### src/rtl/ds3_ohgen.sv
module ds3_ohgen #(
  parameter int SUBFRAMES  = 7,
  parameter int BLOCKS     = 8,
  parameter int BLOCK_BITS = 85
) (
  input  logic       clk,
  input  logic       rst_n,
  input  logic       in_valid,
  input  logic       in_bit,
  input  logic       frm_en,
  input  logic       pgen_en,
  input  logic       cgen_en,
  input  logic [3:0] alm_mask,
  input  logic [3:0] alm_stat,
  input  logic       oh_en,
  input  logic       oh_bit,
  output logic       out_bit,
  output logic       out_valid,
  output logic       frame_sof,
  output logic       oh_slot
);
  localparam int SW = $clog2(SUBFRAMES);
  localparam int BW = $clog2(BLOCKS);
  localparam int KW = $clog2(BLOCK_BITS);

  logic [SW-1:0] sf_q;
  logic [BW-1:0] blk_q;
  logic [KW-1:0] bit_q;
  logic          acc_q, par_q;
  logic          gen, nxt;

  wire last_bit = bit_q == KW'(BLOCK_BITS - 1);
  wire last_blk = blk_q == BW'(BLOCKS - 1);
  wire last_sf  = sf_q == SW'(SUBFRAMES - 1);
  wire last_all = last_bit && last_blk && last_sf;

  assign oh_slot   = bit_q == '0;
  assign frame_sof = oh_slot && blk_q == '0 && sf_q == '0;

  wire first_oh = oh_slot && blk_q == '0;
  wire slot_x   = first_oh && sf_q < SW'(2);
  wire slot_p   = first_oh && (sf_q == SW'(2) || sf_q == SW'(3));
  wire slot_m   = first_oh && sf_q >= SW'(4);
  wire slot_f   = oh_slot && blk_q[0];
  wire slot_c   = oh_slot && blk_q != '0 && !blk_q[0];

  wire x_val = ~|(alm_stat & alm_mask);
  wire m_val = sf_q == SW'(5);
  wire f_val = blk_q == BW'(1) || blk_q == BW'(7);

  always_comb begin
    gen = in_bit;
    if (slot_p) begin
      if (pgen_en || frm_en) gen = par_q;
    end else if (frm_en) begin
      if (slot_x)                gen = x_val;
      else if (slot_m)           gen = m_val;
      else if (slot_f)           gen = f_val;
      else if (slot_c && cgen_en) gen = 1'b0;
    end
  end

  always_comb begin
    nxt = gen;
    if (oh_en && oh_slot) nxt = slot_p ? (gen ^ oh_bit) : oh_bit;
  end

  wire acc_nxt = acc_q ^ (!oh_slot && nxt);

  always_ff @(posedge clk) begin
    if (!rst_n) begin
      sf_q      <= '0;
      blk_q     <= '0;
      bit_q     <= '0;
      acc_q     <= 1'b0;
      par_q     <= 1'b0;
      out_bit   <= 1'b0;
      out_valid <= 1'b0;
    end else begin
      out_valid <= in_valid;
      if (in_valid) begin
        out_bit <= nxt;
        bit_q   <= last_bit ? '0 : bit_q + 1'b1;
        if (last_bit) begin
          blk_q <= last_blk ? '0 : blk_q + 1'b1;
          if (last_blk) sf_q <= last_sf ? '0 : sf_q + 1'b1;
        end
        if (last_all) begin
          par_q <= acc_nxt;
          acc_q <= 1'b0;
        end else begin
          acc_q <= acc_nxt;
        end
      end
    end
  end
endmodule

### config.mk
export PLATFORM = sky130hd
export DESIGN_NAME = ds3_ohgen
export DESIGN_NICKNAME = d
export VERILOG_FILES = /design/src/rtl/ds3_ohgen.sv
export SDC_FILE = /design/constraint.sdc
export NUM_CORES = 1
export LEC_CHECK = 0
export ABC_AREA = 1
export BUFFER_PORTS_ARGS = -buffer_cell sky130_fd_sc_hd__buf_2
export CAP_MARGIN = 15
export CELL_PAD_IN_SITES_DETAIL_PLACEMENT = 0
export CELL_PAD_IN_SITES_GLOBAL_PLACEMENT = 2
export CORE_ASPECT_RATIO = 0.5
export CORE_MARGIN = 2
export CORE_UTILIZATION = 29
export DETAILED_ROUTE_END_ITERATION = 10
export PLACE_DENSITY = 0.85
export SYNTH_ARGS = -nofsm -noshare
export SYNTH_HDL_FRONTEND = slang
export SYNTH_SLANG_ARGS = --single-unit
### constraint.sdc
create_clock -name clk -period 2.14 [get_ports clk]
set_input_delay 0.428 -clock clk [delete_from_list [all_inputs] [get_ports clk]]
set_output_delay 0.428 -clock clk [all_outputs]
set_load 0.02 [all_outputs]
==> results.yml, run 1 <==
status:
  outcome: "completed"
worst_setup_path:
  crit_chain: "inv_1 > ha_1 > nand2_1 > inv_1 > nand3_2 > nor2_1 > buf_2"
  cpPeakStageDelay_ps: 380
  worstPathArrival_ps: 1500
  cpMaxStageDelayCell: "dfxtp_1"
  cp_max_fo: 4
  start_kind: "flop"
  cp-startpoint: "blk_q[0]$_SDFFE_PN0P_"
  r2r-start: "blk_q[0]$_SDFFE_PN0P_"
  required_ps: 1710
  crit_type: "flop to output pin"
  cp-end-kind: "output pin"
  crit_top_cell: "inv_1"
detailed_routing:
  wl_per_cell_um: 9.81
  drc: 0
  antenna_left: 0
  drt-initial-drc-count: 34
  wl_mm: 2.33
  drt_first_pass_iters: 4
  vias: 1000
  vias_per_cell: 4.22
sta:
  slew_violations: 0
  fmax_mhz: 519
  finalSetupTns_ps: 0
  slew_headroom: 0.786
  skew_ps: 1.82
  period_share: 0.900
  rsz0062_at_grt: "no"
  setup_violations: 0
  min_period_ps: 1930
  worst_slew_pin_slew_ps: 320
  hold_viol_final: 0
logic_synthesis:
  synth_cell_types: 28
  synth_ff_type: "dfxtp_1"
  yosysSeqAreaShare: 0.312
  syn_area_um2: 1090
  synth.avg_cell_area_um2: 6.73
  syn_inst: 162
  synth-seq-cells: 17
  async_flop_share: 0
  synth_top_area_cell: "dfxtp_1"
  yosysTopAreaCellShare: 0.312
  synth_edf_count: 0
  yosys_warnings: 0
  synth_nets: 185
  netlist_top_cells_area: "dfxtp_1 31%, nand2_1 13%, inv_1 8.3%, ha_1 6.9%, nor2_1 5.2%"
placed_design:
  routabilityCongestion: 0.736
  place_area_um2: 1250
  io_buffers: 20
  place_hpwl_mm: 1.88
layout:
  final_cell_area_um2: 1300
  final_cell_mix: "39 x nand2_1, 24 x inv_1, 20 x buf_2"
  layout-drive-gt1-share: 0.226
  num-nets-final: 210
  area_growth_pct: 19.2
  diodes: 0
  final_common_cell: "nand2_1"
floorplanning:
  io_pins: 21
  start_util: 0.311
  dieHeight_um: 47.3
  fp-row-count: 15
  core_um2: 3510
  die-area_um2: 4290
  die_width_um: 90.7
power_and_ir_drop:
  seqPwrFrac: 0.476
  intPower_w: 0.000502
  pwr-share-comb: 0.173
  p_sw_frac: 0.274
  leakage_nw: 0.609
  p_per_area_nw_per_um2: 532
  power_w: 0.000691
  pwr-share-clk: 0.351
  ir_worst_vdd_uv: 165
  p_sw_w: 0.000190
clocking:
  root_buffer: "clkbuf_8"
  cts_tree: "built"
  cts_buffers: 3
  cts_buffer_depth: 2
  post-cts-setup-buffer-count: 0
  holdBufCountCts: 0
  cts_num_sinks: 17
  htree_num_levels: 1
  path_clk_slew_ps: 60
  clock_latency_ps: 260
  cts_resized: 0
global_routing:
  antenna_found_initial: 0
  grt_pass1_vias: 886
  grt_pass1_wl_mm: 3.84
  grt_max_degree: 10
  grtUsageTotal: 0.116
  grt_overflow_total: 0
hold_path:
  hold_start: "rst_n"
  hp-class: "input port to flop"
job:
  max_cap_viol_count: 0
Yosys cell counts (2+ instances only):
cell type  instances
ha_1               6
nor2_1            15
inv_1             24
o21ai_0            4
nand2_2            2
nor3_1             4
nor2_2             4
nand3_1            7
a211oi_1           3
nand4_1            3
nand2_1           39
inv_2              6
nor2_4             2
nor3b_1            3
dfxtp_1           17
a21oi_1           11
cell families (layout without fill, tap and decap cells):
| group | Yosys count | in the layout | share of synthesized area |
|---|---|---|---|
| AND/OR/NAND/NOR | 84 | 84 | 0.380 |
| flip-flops | 17 | 17 | 0.312 |
| AO/OA/AOI/OAI | 23 | 23 | 0.122 |
| adder cells (fa/ha/maj) | 6 | 6 | 0.0689 |
| XOR/XNOR | 1 | 1 | 0.00804 |
| buffers and inverters | 31 | 55 | 0.109 |
registers in the layout (all words and copies together) (netlist names):
name / count
bit_q: 7
blk_q: 3
sf_q: 3
acc_q: 1
out_bit: 1
out_valid: 1
par_q: 1
layout make-up:
cell class                      instances  area, um^2
Sequential cell                        17         340
Clock buffer                            4        45.0
Fill cell                             402        2210
Multi-Input combinational cell        114         631
Tap cell                               51        63.8
Inverter                               31         119
Timing Repair Buffer                   20         100
critical path, delay by kind of cell (launching register included):
kind / cells / cell delay (ps)
buffers and inverters: 3 / 360
and+or+nand+nor: 3 / 300
adders and majority gates: 1 / 200
DFF: 1 / 380
stage by stage:
step	std cells	worst slack (ps)	hold slack (ps)	util
after floorplan	162	479	461	-
after global placement	233	341	483	0.357
after detailed placement	233	322	488	0.357
after CTS	237	191	431	0.370
after global routing	237	37.0	457	0.370
final	237	215	442	0.370
path summary, 6_finish.rpt:
check                                              to  slack, ps  cells after the start
worst min-delay path             out_valid$_SDFF_PN0_        440                      3
worst min register to register  blk_q[1]$_SDFFE_PN0P_        490                      2
worst max-delay path                        frame_sof        210                      7
worst max register to register     par_q$_SDFFE_PN0P_        340                     18
power by group through the flow:
stage,clock (W),sequential [W],combinational (W)
final,0.000243,0.000329,0.000119
after detailed placement,0,0.000336,0.000122
after global routing,0.000265,0.000330,0.000138
after floorplan,0,0.000339,0.0000783
after global placement,0,0.000336,0.000122
after CTS,0.000253,0.000329,0.000122
layer usage:
metal  GRT usage  wire [um]
met5           0          0
met4      0.0369         27
met3      0.0289        118
met2       0.209        973
met1       0.143       1210
No activity file was read; power rests on OpenSTA's default activity.
==> run 2: changes to the inputs <==
Settings changed: BUFFER_PORTS_ARGS -buffer_cell sky130_fd_sc_hd__buf_2 to -buffer_cell sky130_fd_sc_hd__buf_4.
==> results.yml, run 2 (synthesized netlist as in run 1, its figures left out) <==
sta:
  timing.hold.ws_ps: 405
  rsz0062_at_grt: "no"
  skew_ps: 1.76
  fmax_mhz: 515
  slew_headroom: 0.793
  worst_slew_pin_slew_ps: 310
  slew_violations: 0
  period_share: 0.908
  min_period_ps: 1940
  setup_violations: 0
  hold_viol_final: 0
  finalSetupTns_ps: 0
detailed_routing:
  vias_per_cell: 4.33
  wl_per_cell_um: 10.1
  wl_mm: 2.39
  drt_first_pass_iters: 4
  vias: 1027
  antenna_left: 0
  drt-initial-drc-count: 30
  drc: 0
power_and_ir_drop:
  ir_worst_vdd_uv: 221
  power_w: 0.000707
  p_sw_frac: 0.277
  pwr-share-comb: 0.188
  leakage_nw: 0.628
  pwr-share-clk: 0.346
  intPower_w: 0.000511
  seqPwrFrac: 0.465
  p_sw_w: 0.000196
  p_per_area_nw_per_um2: 524
layout:
  largest_register_ff_count: 7
  final_common_cell: "nand2_1"
  final_cell_area_um2: 1350
  top_register: "bit_q"
  num-nets-final: 210
  diodes: 0
  layout-drive-gt1-share: 0.231
  top_regs: "bit_q x7, blk_q x3, sf_q x3"
  area_growth_pct: 23.9
  fill_cells: 397
  final_cell_mix: "39 x nand2_1, 24 x inv_1, 20 x buf_4"
clocking:
  root_buffer: "clkbuf_8"
  cts_buffer_depth: 2
  cts_tree: "built"
  post-cts-setup-buffer-count: 0
  path_clk_slew_ps: 70
  holdBufCountCts: 0
  cts_buffers: 3
  cts_num_sinks: 17
  clock_latency_ps: 250
  cts_resized: 0
  htree_num_levels: 1
floorplanning:
  io_pins: 21
  die-area_um2: 4290
  core_um2: 3510
  die_width_um: 90.7
  start_util: 0.311
  fp-row-count: 15
  dieHeight_um: 47.3
worst_setup_path:
  worstPathArrival_ps: 1510
  path_buf_inv: 3
  crit_top_cell: "inv_1"
  cpPeakStageDelay_ps: 380
  required_ps: 1710
  crit_type: "flop to output pin"
  crit_chain: "inv_1 > ha_1 > nand2_1 > inv_1 > nand3_2 > nor2_1 > buf_4"
  cp_max_fo: 4
  cp-end-kind: "output pin"
  path_delay_family: "flip-flops"
  start_kind: "flop"
  cpMaxStageDelayCell: "dfxtp_1"
global_routing:
  grtUsageTotal: 0.127
  antenna_found_initial: 0
  grt_pass1_vias: 1007
  grt_pass1_wl_mm: 4.29
  grt_overflow_total: 0
  grt_max_degree: 11
placed_design:
  place_hpwl_mm: 1.97
  place_area_um2: 1300
  routabilityCongestion: 0.759
  io_buffers: 20
job:
  max_cap_viol_count: 0
status:
  outcome: "completed"
hold_path:
  hp-class: "input port to flop"
## run 2: cell count changes in the layout (fill, tap and decap cells not counted)
cell / delta
buf_4: +20
clkinv_2: +1
buf_2: -20
clkbuf_1: -1
## run 2: stage by stage
stage	cells	setup slack, ps	utilization
after CTS	237	180	0.385
after floorplan	162	479	-
after detailed placement	233	310	0.371
final	237	198	0.385
after global routing	237	17.0	0.385
after global placement	233	334	0.371
## run 2: worst reg2reg max path, cell delays in order (launching register included)
cell and delay [ps]:
dfxtp_1 380, inv_1 100, ha_1 200, nand2_1 160, inv_1 110, nand3_2 100
nand2_1 60, inv_1 40, nand2_1 40, nand2_1 50, nand2_1 50, nand2_1 100
nand4_1 110, nand2_1 90, nand2_1 40, nand2_1 50, inv_1 30
## run 2: layout make-up
class / instances / area [um^2] / share of cell area
clock buffer: 3 / 41.3 / 0.0306
clock inverter: 1 / 5.00 / 0.00371
inverter: 31 / 119 / 0.0880
multi-input combinational: 114 / 631 / 0.467
sequential: 17 / 340 / 0.252
tap: 51 / 63.8 / 0.0473
timing repair buffer: 20 / 150 / 0.111
## run 2: power groups by stage
stage               combinational (W)  clock [W]  sequential, W
detailed placement           0.000135          0       0.000336
floorplan                   0.0000783          0       0.000339
CTS                          0.000136   0.000252       0.000329
finish                       0.000133   0.000245       0.000329
global route                 0.000153   0.000269       0.000330
global placement             0.000135          0       0.000336
## run 2: final timing paths
path                              start               endpoint  slack, ps  depth (start not counted)
setup / recovery  blk_q[0]$_SDFFE_PN0P_              frame_sof        200                          7
hold / removal                 in_valid   out_bit$_SDFFE_PN0P_        400                          2
setup reg to reg  blk_q[0]$_SDFFE_PN0P_     par_q$_SDFFE_PN0P_        330                         16
hold reg to reg   blk_q[1]$_SDFFE_PN0P_  blk_q[1]$_SDFFE_PN0P_        490                          2
## run 2: routing by layer
layer	part of all wire	global-route usage	vias to the layer above
met5	0	0	-
met4	0	0.0154	0
met3	0.053	0.0337	0
met2	0.42	0.228	23
met1	0.52	0.163	436
li1	-	-	568
